File: src/rtl/lmsu_pkg.sv
package lmsu_pkg;

  // Limit a value to the signed range of a w-bit two's complement word.
  function automatic longint lmsu_clamp(longint v, int w);
    longint hi;
    longint lo;
    hi = (longint'(1) <<< (w - 1)) - 1;
    lo = -(longint'(1) <<< (w - 1));
    if (v > hi) return hi;
    if (v < lo) return lo;
    return v;
  endfunction

  // One distributed-arithmetic step: weight mu by bit p of the sample;
  // the sign bit contributes negatively.
  function automatic longint lmsu_da_term(longint mu, logic bit_v, logic is_msb, int p);
    longint t;
    t = bit_v ? (mu <<< p) : longint'(0);
    return is_msb ? -t : t;
  endfunction

  // Multiply by a signed power-of-two error: arithmetic right shift, then
  // optional negation.
  function automatic longint lmsu_pow2_scale(longint prod, int k, logic neg);
    longint s;
    s = prod >>> k;
    return neg ? -s : s;
  endfunction

endpackage

File: src/rtl/lmsu_da_mult.sv
module lmsu_da_mult #(
  parameter int SAMPLE_W = 8,
  parameter int MU_W     = 8,
  parameter int PROD_W   = SAMPLE_W + MU_W + 1
) (
  input  logic                     clk,
  input  logic                     rst_n,
  input  logic                     load_i,
  input  logic [SAMPLE_W-1:0]      x_i,
  input  logic [MU_W-1:0]          mu_i,
  output logic                     busy_o,
  output logic signed [PROD_W-1:0] prod_o,
  output logic                     prod_valid_o
);
  import lmsu_pkg::*;

  localparam int CNT_W = (SAMPLE_W > 2) ? $clog2(SAMPLE_W) : 1;
  localparam logic [CNT_W-1:0] LAST = CNT_W'(SAMPLE_W - 1);

  logic [SAMPLE_W-1:0]      x_sr;
  logic [MU_W-1:0]          mu_q;
  logic signed [PROD_W-1:0] acc;
  logic [CNT_W-1:0]         cnt;
  logic                     run;
  logic                     pv;

  logic                     at_msb;
  logic signed [PROD_W-1:0] acc_next;

  always_comb begin
    at_msb   = (cnt == LAST);
    acc_next = PROD_W'(longint'(acc)
             + lmsu_da_term(longint'(mu_q), x_sr[0], at_msb, int'(cnt)));
  end

  always_ff @(posedge clk or negedge rst_n) begin
    if (!rst_n) begin
      x_sr <= '0;
      mu_q <= '0;
      acc  <= '0;
      cnt  <= '0;
      run  <= 1'b0;
      pv   <= 1'b0;
    end else if (load_i) begin
      x_sr <= x_i;
      mu_q <= mu_i;
      acc  <= '0;
      cnt  <= '0;
      run  <= 1'b1;
      pv   <= 1'b0;
    end else if (run) begin
      acc  <= acc_next;
      x_sr <= {1'b0, x_sr[SAMPLE_W-1:1]};
      cnt  <= cnt + CNT_W'(1);
      if (at_msb) begin
        run <= 1'b0;
        pv  <= 1'b1;
      end
    end else begin
      pv <= 1'b0;
    end
  end

  assign busy_o       = run;
  assign prod_o       = acc;
  assign prod_valid_o = pv;
endmodule

File: src/rtl/lmsu_pow2_shift.sv
module lmsu_pow2_shift #(
  parameter int PROD_W  = 17,
  parameter int SHIFT_W = 3,
  parameter int CORR_W  = PROD_W + 1
) (
  input  logic                     clk,
  input  logic                     rst_n,
  input  logic                     prod_valid_i,
  input  logic signed [PROD_W-1:0] prod_i,
  input  logic                     neg_i,
  input  logic [SHIFT_W-1:0]       shift_i,
  output logic signed [CORR_W-1:0] corr_o,
  output logic                     corr_valid_o
);
  import lmsu_pkg::*;

  always_ff @(posedge clk or negedge rst_n) begin
    if (!rst_n) begin
      corr_o       <= '0;
      corr_valid_o <= 1'b0;
    end else begin
      corr_valid_o <= prod_valid_i;
      if (prod_valid_i)
        corr_o <= CORR_W'(lmsu_pow2_scale(longint'(prod_i), int'(shift_i), neg_i));
    end
  end
endmodule

File: src/rtl/lmsu_sat_acc.sv
module lmsu_sat_acc #(
  parameter int CORR_W   = 18,
  parameter int WEIGHT_W = 16
) (
  input  logic                       clk,
  input  logic                       rst_n,
  input  logic                       corr_valid_i,
  input  logic signed [CORR_W-1:0]   corr_i,
  output logic signed [WEIGHT_W-1:0] weight_o,
  output logic                       done_o
);
  import lmsu_pkg::*;

  logic signed [WEIGHT_W-1:0] w_next;

  always_comb begin
    w_next = WEIGHT_W'(lmsu_clamp(longint'(weight_o) + longint'(corr_i), WEIGHT_W));
  end

  always_ff @(posedge clk or negedge rst_n) begin
    if (!rst_n) begin
      weight_o <= '0;
      done_o   <= 1'b0;
    end else begin
      done_o <= corr_valid_i;
      if (corr_valid_i) weight_o <= w_next;
    end
  end
endmodule

File: src/rtl/lmsu_weight_update.sv
module lmsu_weight_update #(
  parameter int SAMPLE_W = 8,
  parameter int MU_W     = 8,
  parameter int WEIGHT_W = 16,
  parameter int SHIFT_W  = 3
) (
  input  logic                clk,
  input  logic                rst_n,
  input  logic                start_i,
  input  logic [SAMPLE_W-1:0] x_i,
  input  logic [MU_W-1:0]     mu_i,
  input  logic                err_neg_i,
  input  logic [SHIFT_W-1:0]  err_shift_i,
  output logic [WEIGHT_W-1:0] weight_o,
  output logic                done_o,
  output logic                busy_o
);
  localparam int PROD_W = SAMPLE_W + MU_W + 1;
  localparam int CORR_W = PROD_W + 1;

  // Named internal events, brought out for the bound checker.
  logic                     accept;
  logic                     mult_busy;
  logic                     prod_valid;
  logic                     corr_valid;
  logic                     corr_neg;
  logic signed [PROD_W-1:0] prod;
  logic signed [CORR_W-1:0] corr;
  logic signed [WEIGHT_W-1:0] weight_s;

  logic                     neg_q;
  logic [SHIFT_W-1:0]       shift_q;

  assign busy_o   = mult_busy | prod_valid | corr_valid;
  assign accept   = start_i & ~busy_o;
  assign corr_neg = corr[CORR_W-1];
  assign weight_o = weight_s;

  always_ff @(posedge clk or negedge rst_n) begin
    if (!rst_n) begin
      neg_q   <= 1'b0;
      shift_q <= '0;
    end else if (accept) begin
      neg_q   <= err_neg_i;
      shift_q <= err_shift_i;
    end
  end

  lmsu_da_mult #(
    .SAMPLE_W(SAMPLE_W), .MU_W(MU_W), .PROD_W(PROD_W)
  ) u_mult (
    .clk(clk), .rst_n(rst_n), .load_i(accept), .x_i(x_i), .mu_i(mu_i),
    .busy_o(mult_busy), .prod_o(prod), .prod_valid_o(prod_valid)
  );

  lmsu_pow2_shift #(
    .PROD_W(PROD_W), .SHIFT_W(SHIFT_W), .CORR_W(CORR_W)
  ) u_shift (
    .clk(clk), .rst_n(rst_n), .prod_valid_i(prod_valid), .prod_i(prod),
    .neg_i(neg_q), .shift_i(shift_q), .corr_o(corr), .corr_valid_o(corr_valid)
  );

  lmsu_sat_acc #(
    .CORR_W(CORR_W), .WEIGHT_W(WEIGHT_W)
  ) u_acc (
    .clk(clk), .rst_n(rst_n), .corr_valid_i(corr_valid), .corr_i(corr),
    .weight_o(weight_s), .done_o(done_o)
  );
endmodule

File: config.mk
export PLATFORM = sky130hd
export DESIGN_NAME = lmsu_weight_update
export DESIGN_NICKNAME = d
export VERILOG_FILES = /design/src/rtl/lmsu_pkg.sv /design/src/rtl/lmsu_da_mult.sv /design/src/rtl/lmsu_pow2_shift.sv /design/src/rtl/lmsu_sat_acc.sv /design/src/rtl/lmsu_weight_update.sv
export SDC_FILE = /design/constraint.sdc
export NUM_CORES = 1
export LEC_CHECK = 0
export CAP_MARGIN = 20
export CORE_MARGIN = 2
export CORE_UTILIZATION = 40
export DETAILED_ROUTE_END_ITERATION = 10
export GPL_TIMING_DRIVEN = 1
export PLACE_DENSITY_LB_ADDON = 0.05
export SETUP_SLACK_MARGIN = 0.3
export SKIP_CTS_REPAIR_TIMING = 1
export SLEW_MARGIN = 20
export SYNTH_ARGS = -nofsm -noshare
export SYNTH_HDL_FRONTEND = slang
export SYNTH_SLANG_ARGS = --single-unit
File: constraint.sdc
create_clock -name clk -period 6.9 [get_ports clk]
set_clock_uncertainty 0.15 [all_clocks]
set_input_delay 1.38 -clock clk [delete_from_list [all_inputs] [get_ports clk]]
set_output_delay 1.38 -clock clk [all_outputs]
set_load 0.01 [all_outputs]
==> results of run 1 <==
## layout by cell type, fill, tap and decap left out, types with 10 or more instances in the layout
cell             count
nand2_1            122
dfrtp_1             78
o21ai_0             55
nor2_1              52
clkdlybuf4s50_1     39
ha_1                38
a21oi_1             33
inv_1               27
nor3_1              25
xnor2_1             25
xor2_1              23
mux2_2              21
mux2i_1             17
a21o_1              13
a31oi_1             11
nand3_1             10
## cell families after synthesis
family | Yosys count
and+or+nand+nor | 263
AOI/OAI and AO/OA | 202
DFF | 78
buffers and inverters | 68
muxes | 53
xor gates and xnor gates | 48
adders and majority gates | 40
## worst min path at each step
stage               depth (start not counted)  slack, ns                    to
finish                                      2       0.33        u_mult.x_sr[1]
global route                                2       0.36        u_mult.x_sr[4]
global placement                            2       0.31        u_mult.x_sr[2]
floorplan                                   0       0.20  u_shift.corr_valid_o
CTS                                         2       0.33        u_mult.x_sr[1]
detailed placement                          2       0.32        u_mult.x_sr[6]
## registers in the layout, indices dropped and copies added (netlist names)
register              cells
neg_q                     1
shift_q                   3
u_acc.done_o              1
u_acc.weight_o           16
u_mult.busy_o             1
u_mult.cnt                3
u_mult.mu_q               8
u_mult.prod_o            17
u_mult.prod_valid_o       1
u_mult.x_sr               8
u_shift.corr_o           18
u_shift.corr_valid_o      1
## per-stage QoR
step / hold slack [ns] / instance area, sq um / instances / utilization
floorplan: 0.202 / 6440 / 752 / -
global placement: 0.312 / 6960 / 970 / 0.440
detailed placement: 0.316 / 6970 / 970 / 0.440
CTS: 0.331 / 7280 / 986 / 0.460
global route: 0.359 / 7280 / 986 / 0.460
finish: 0.328 / 7280 / 986 / 0.460
## worst max-delay path: stages, from the launching register on
cell and delay [ns]:
dfrtp_1 0.89, mux4_2 0.61, a21oi_1 0.26, and4_1 0.35
nand2_1 0.08, nand2_1 0.08, xnor2_1 0.12, ha_1 0.29
a211o_1 0.34, a21oi_1 0.24, a2bb2oi_1 0.31, a31oi_1 0.16
o22ai_1 0.18, xnor2_1 0.13, nand2_1 0.08, mux2i_1 0.13
## synthesized netlist by cell type (3+ instances only)
master,instances,area [sq um]
o21ai_0,55,275
nand3b_1,4,30.0
a22o_1,3,26.3
a31oi_1,11,68.8
dfrtp_1,78,1950
mux2_2,21,236
mux4_2,8,180
nor2_1,53,199
mux4_1,5,131
a22oi_1,9,67.6
a211oi_1,4,30.0
nor3_1,25,125
ha_1,38,475
nor2b_1,7,43.8
or3_1,8,50.1
or2_2,7,43.8
o221ai_1,7,61.3
inv_1,27,101
xor2_1,23,201
o21bai_1,3,22.5
nand2b_1,7,43.8
buf_2,4,20.0
and2_1,4,25.0
clkbuf_1,33,124
a211o_1,3,26.3
nand3_1,10,50.1
a21o_1,13,97.6
and4_1,3,26.3
xnor2_1,25,219
mux2i_1,17,170
nand4_1,4,25.0
o2bb2ai_1,7,61.3
o22ai_1,5,31.3
and3_1,3,18.8
a21oi_1,33,165
nand2_1,122,458
o211ai_1,5,37.5
o21a_1,9,67.6
o31ai_1,9,67.6
## layout make-up
type,instances,area share
Sequential cell,78,0.268
Timing Repair Buffer,42,0.0572
Multi-Input combinational cell,606,0.581
Clock buffer,11,0.0347
Clock inverter,5,0.00773
Inverter,28,0.0144
Tap cell,216,0.0371
## routing by layer
metal  routed length, um  share of wire
met2                8500           0.52
met3                 468          0.028
met4                 268          0.016
met1                7210           0.44
met5                   0              0
==> results.cfg, run 1 <==
[status]
status = complete, no violations

[timing]
hold_viol = 0
max_freq_mhz = 220
final-max-slew-violation-count = 0
slew_headroom = 0.349
finalCritPeriodShare = 0.658
finalSetupViolCount = 0
setup_slack_ns = 2.36
worst_pin_slew_ns = 0.977
min_period_ns = 4.54
setup_tns_ns = 0
rsz0062_at_grt = no

[finish]
area_growth_pct = 13.0
nets = 828
drive_gt1_frac = 0.0831
multiInputGateArea_sq_mm = 0.00423
nFillCells = 1528
final-seq-area_sq_mm = 0.00195
antenna_cells = 0

[global_routing]
top_usage_layer = met2
grt_util_met2 = 0.370
grt_pass1_vias = 5554
grt_start_max_net_pins = 79
grt_pass1_wl_mm = 27.6
antenna_found_initial = 0
use_met3 = 0.0330
grt_usage = 0.204
grt_overflow = 0
use_met1 = 0.252

[critical_path]
critPathLaunch = u_mult.cnt[0]
reg2reg_setup_slack_ns = 2.36
cp-endpoint = u_mult.prod_o[16]
cp_max_fo = 27
cp.required_ns = 6.97
timing.rr.start = u_mult.cnt[0]
cp-start-kind = flop
rr_endpoint = u_mult.prod_o[16]
rr_worst_depth = 15
worstSetupPathType = flop to flop
arrival_ns = 4.61
crit_path_end_kind = flop

[floorplanning]
die_w_um = 131
die_h_um = 131
io_pins = 41
dieArea_sq_mm = 0.0171
initial_core_util = 0.407
core_area_sq_mm = 0.0158
num_rows = 46

[place]
place_ws_ns = 2.40
portBuffers = 40
place_congestion = 0.848
hpwl_mm = 12.4

[routing]
drt_first_iter_violations = 251
wire_per_inst_um = 16.7
viasPerCell = 5.64
detail-route-antenna-nets = 0
route.detailed.drc = 0
vias = 5564
firstDrtPassIters = 4
drt_wl_total_mm = 16.4

[synthesis]
synthAdderAreaFrac = 0.0800
synth-xor-area-share = 0.0652
ys_ff_latch = 78
avgSynthCellArea_sq_um = 8.57
synth_compound_area_frac = 0.208
synth_warnings = 0
synth_nets = 815
synth_area_sq_mm = 0.00644
yosysSeqAreaShare = 0.303
synth_edf_count = 0
post_synth_inst_count = 752
muxShareOfSynthArea = 0.117
synth_async_sr_flop_share = 1.00
synth.distinct_cells = 69
synth-simple-area-share = 0.185
ys.flop_type = dfrtp_1
synth_top_family_by_area = compound AO/OA/AOI/OAI gates

[hold_path]
min_path_type = flop to flop
hp-start = u_mult.x_sr[1]

[clocking]
numCtsBuffers = 9
cts_tree = built
root_buffer = clkbuf_16
ctsHtreeMaxLevel = 3
insertion_delay_ns = 0.34
numClockSinks = 78
path_clk_slew_ns = 0.06
clockBufferDepth = 2

[run]
cap_viol_max_count = 0
Power of run 1 is left out: the tool's default activity adds up to more than one toggle a clock period on the data nets, which glitch-free logic cannot reach.
==> inputs of run 2 (changes only) <==
clock period = 3.84 ns   (was 6.9 ns; I/O delays follow)
==> results.cfg, run 2 (synthesis gave the netlist of run 1 again) <==
[floorplanning]
num_rows = 46
io_pins = 41
dieArea_sq_mm = 0.0171
die_h_um = 131
core_area_sq_mm = 0.0158
initial_core_util = 0.407
die_w_um = 131

[timing]
slew_headroom = 0.419
rsz0062_at_grt = yes
min_period_ns = 3.76
final-max-slew-violation-count = 0
hold_viol = 0
finalSetupViolCount = 0
max_freq_mhz = 266
finalCritPeriodShare = 0.979
worst_pin_slew_ns = 0.869

[global_routing]
grt_overflow = 0
grt_pass1_vias = 5569
antenna_found_initial = 0
grt_start_max_net_pins = 38
grt_usage = 0.203
grt_pass1_wl_mm = 27.3

[routing]
detail-route-antenna-nets = 0
wire_per_inst_um = 16.4
vias = 5795
viasPerCell = 5.56
drt_wl_total_mm = 17.1
firstDrtPassIters = 5
drt_first_iter_violations = 271
route.detailed.drc = 0

[critical_path]
path_buf_inv = 2
cp_max_fo = 7
crit_path_top_delay_cell = dfrtp_2
cpLargestDelayFamily = compound AO/OA/AOI/OAI gates
worstSetupPathType = flop to flop
cp_slowest_stage_delay_ns = 0.47
path_cells = buf_6 > buf_6 > or3_4 > ha_4 > and4_4 > nand2_2 > nand2_2 > xnor2_1 > ha_1 > a211o_1 > a21oi_2 > a2bb2oi_2 > a31oi_2 > o22ai_2 > xnor2_1 > nand2_1 > mux2i_1
crit_path_end_kind = flop
cp.required_ns = 3.90
cp-start-kind = flop
arrival_ns = 3.82
crit_cells = 17
rr_worst_depth = 17

[finish]
regMostFlops = u_shift.corr_o
nets = 884
nFillCells = 1498
final_common_cell = nand2_1
antenna_cells = 0
drive_gt1_frac = 0.192
layout.cells.non_filler = 1042
largest_reg_flops = 18
area_growth_pct = 23.7
fin_area_sq_mm = 0.00797
layout_common_cells = nand2_1, dfrtp_1, buf_4

[place]
hpwl_mm = 13.0
place_congestion = 0.896
placed_cells = 1011
portBuffers = 40
place_area_sq_mm = 0.00733

[clocking]
numClockSinks = 78
path_clk_slew_ns = 0.06
cts_tree = built
clockBufferDepth = 2
insertion_delay_ns = 0.34
ctsHtreeMaxLevel = 3
numCtsBuffers = 9
root_buffer = clkbuf_16

[status]
status = complete, no violations

[run]
cap_viol_max_count = 0

[hold_path]
min_path_type = input port to async pin
-- run 2: worst paths after layout --
kind                                      from           endpoint  slack, ns
max in group asynchronous                rst_n      u_mult.cnt[1]       2.57
worst max register to register   u_mult.cnt[1]  u_mult.prod_o[16]       0.08
worst min register to register  u_mult.x_sr[2]     u_mult.x_sr[2]       0.34
worst max-delay path             u_mult.cnt[1]  u_mult.prod_o[16]       0.08
worst min-delay path                     rst_n  u_acc.weight_o[4]       0.25
min in group clk                u_mult.x_sr[2]     u_mult.x_sr[2]       0.34
-- run 2: layer usage --
metal  vias to the layer above  global-route usage  routed length (um)
met5                         -                   0                   0
met1                      2802               0.240                7210
met2                        87               0.373                9010
li1                       2882                   -                   -
met4                         0              0.0676                 411
met3                        24              0.0371                 420
-- run 2: area by class of cell --
class                      count  area, sq um  area share
inverter                      28          105      0.0132
sequential                    78         1950       0.245
tap                          216          270      0.0339
multi-input combinational    606         4460       0.560
clock inverter                 2         38.8     0.00487
clock buffer                  14          274      0.0344
timing repair buffer          98          865       0.109
-- run 2: through the flow --
stage / setup slack, ns / TNS, ns / util / hold WS, ns
floorplan: 0.230 / 0 / - / 0.202
global placement: 0.0202 / 0 / 0.463 / 0.312
detailed placement: -0.102 / -0.102 / 0.463 / 0.319
CTS: -0.120 / -0.120 / 0.483 / 0.260
global route: -0.0720 / -0.0720 / 0.503 / 0.279
finish: 0.0800 / 0 / 0.503 / 0.246
-- run 2: worst register-to-register path: stages, from the launching register on --
cell and delay (ns):
dfrtp_2 0.47, buf_6 0.16, buf_6 0.12, or3_4 0.39, ha_4 0.17, and4_4 0.19
nand2_2 0.06, nand2_2 0.05, xnor2_1 0.12, ha_1 0.30, a211o_1 0.33, a21oi_2 0.20
a2bb2oi_2 0.23, a31oi_2 0.14, o22ai_2 0.16, xnor2_1 0.14, nand2_1 0.09, mux2i_1 0.14
Power of run 2 is left out for the same reason.
==> inputs of run 3 (changes only) <==
REMOVE_ABC_BUFFERS = 1   (was unset)
==> results.cfg, run 3 (synthesis gave the netlist of run 1 again) <==
[floorplanning]
core_area_sq_mm = 0.0158
initial_core_util = 0.407
dieArea_sq_mm = 0.0171
die_w_um = 131
die_h_um = 131
num_rows = 46
io_pins = 41

[critical_path]
rr_endpoint = u_mult.prod_o[10]
worstSetupPathType = flop to flop
cpLargestDelayFamily = compound AO/OA/AOI/OAI gates
cp-start-kind = flop
reg2reg_setup_slack_ns = 0.16
cp_max_fo = 7
path_common_cell = ha_1
path_cells = buf_4 > buf_4 > ha_1 > ha_1 > inv_1 > or3_1 > xnor2_1 > ha_1 > o21ai_2 > a21oi_4 > o21a_1 > a21o_1 > a21o_1 > a211o_1 > a32o_1
crit_path_end_kind = flop
cp_slowest_stage_delay_ns = 0.40
cp.required_ns = 3.92
path_buf_inv = 3
rr_worst_depth = 15
crit_path_top_delay_cell = dfrtp_1
timing.rr.start = u_mult.cnt[0]
arrival_ns = 3.76

[timing]
setup_slack_ns = 0.159
slew_headroom = 0.370
setup_tns_ns = 0
hold_viol = 0
worst_pin_slew_ns = 0.942
final-max-slew-violation-count = 0
finalSetupViolCount = 0
min_period_ns = 3.68
rsz0062_at_grt = yes
finalCritPeriodShare = 0.959
max_freq_mhz = 272

[clocking]
root_buffer = clkbuf_16
clockBufferDepth = 2
numCtsBuffers = 9
cts_tree = built
path_clk_slew_ns = 0.06
insertion_delay_ns = 0.35
ctsHtreeMaxLevel = 3
numClockSinks = 78

[routing]
route.detailed.drc = 0
wire_per_inst_um = 16.6
drt_wl_total_mm = 17.4
detail-route-antenna-nets = 0
firstDrtPassIters = 4
vias = 5857
viasPerCell = 5.59
drt_first_iter_violations = 275

[finish]
antenna_cells = 0
final-seq-area_sq_mm = 0.00196
fin_area_sq_mm = 0.00795
layout_common_cells = nand2_1, dfrtp_1, buf_4
nets = 890
multiInputGateArea_sq_mm = 0.00443
area_growth_pct = 23.3
nFillCells = 1496
final_common_cell = nand2_1
regMostFlops = u_shift.corr_o
largest_reg_flops = 18
drive_gt1_frac = 0.197

[global_routing]
grt_pass1_vias = 5784
grt_start_max_net_pins = 54
antenna_found_initial = 0
use_met1 = 0.244
top_usage_layer = met2
grt_overflow = 0
use_met3 = 0.0216
grt_usage = 0.209
grt_pass1_wl_mm = 28.1
grt_util_met2 = 0.390

[place]
hpwl_mm = 13.0
place_ws_ns = -0.0619
portBuffers = 40
place_area_sq_mm = 0.00733
place_congestion = 0.898

[hold_path]
min_path_type = input port to async pin

[run]
cap_viol_max_count = 0

[status]
status = complete, no violations
==> run 3: cell count changes in the layout (fill, tap and decap cells not counted), sizes merged <==
cell	delta
buf	+6
clkbuf	-1
clkinvlp	+1
==> run 3: per-layer routing <==
metal	wire, um	vias up
met5	0	-
met4	542	0
met3	348	30
met2	9150	86
met1	7350	2848
li1	-	2893
==> run 3: final cells by class <==
type / count / area share
Tap cell: 216 / 0.0340
Inverter: 28 / 0.0132
Timing Repair Buffer: 104 / 0.111
Clock inverter: 3 / 0.00535
Multi-Input combinational cell: 606 / 0.557
Clock buffer: 13 / 0.0328
Sequential cell: 78 / 0.246
==> run 3: worst max path at each step <==
stage	start	to	slack, ns	cells after the start
global route	u_mult.mu_q[2]	u_mult.prod_o[16]	-0.03	17
floorplan	u_mult.cnt[0]	u_mult.prod_o[16]	-0.19	15
finish	u_mult.cnt[0]	u_mult.prod_o[10]	0.16	15
CTS	u_mult.cnt[1]	u_mult.prod_o[10]	-0.09	16
detailed placement	u_mult.cnt[1]	u_mult.prod_o[10]	-0.06	16
global placement	u_mult.cnt[1]	u_mult.prod_o[10]	0.03	16
==> run 3: per-stage QoR <==
step / hold slack, ns / utilization / instances
after floorplan: 0.297 / - / 712
after global placement: 0.312 / 0.463 / 1019
after detailed placement: 0.314 / 0.463 / 1019
after CTS: 0.337 / 0.482 / 1035
after global routing: 0.365 / 0.502 / 1048
final: 0.323 / 0.502 / 1048
Power of run 3 is left out for the same reason.
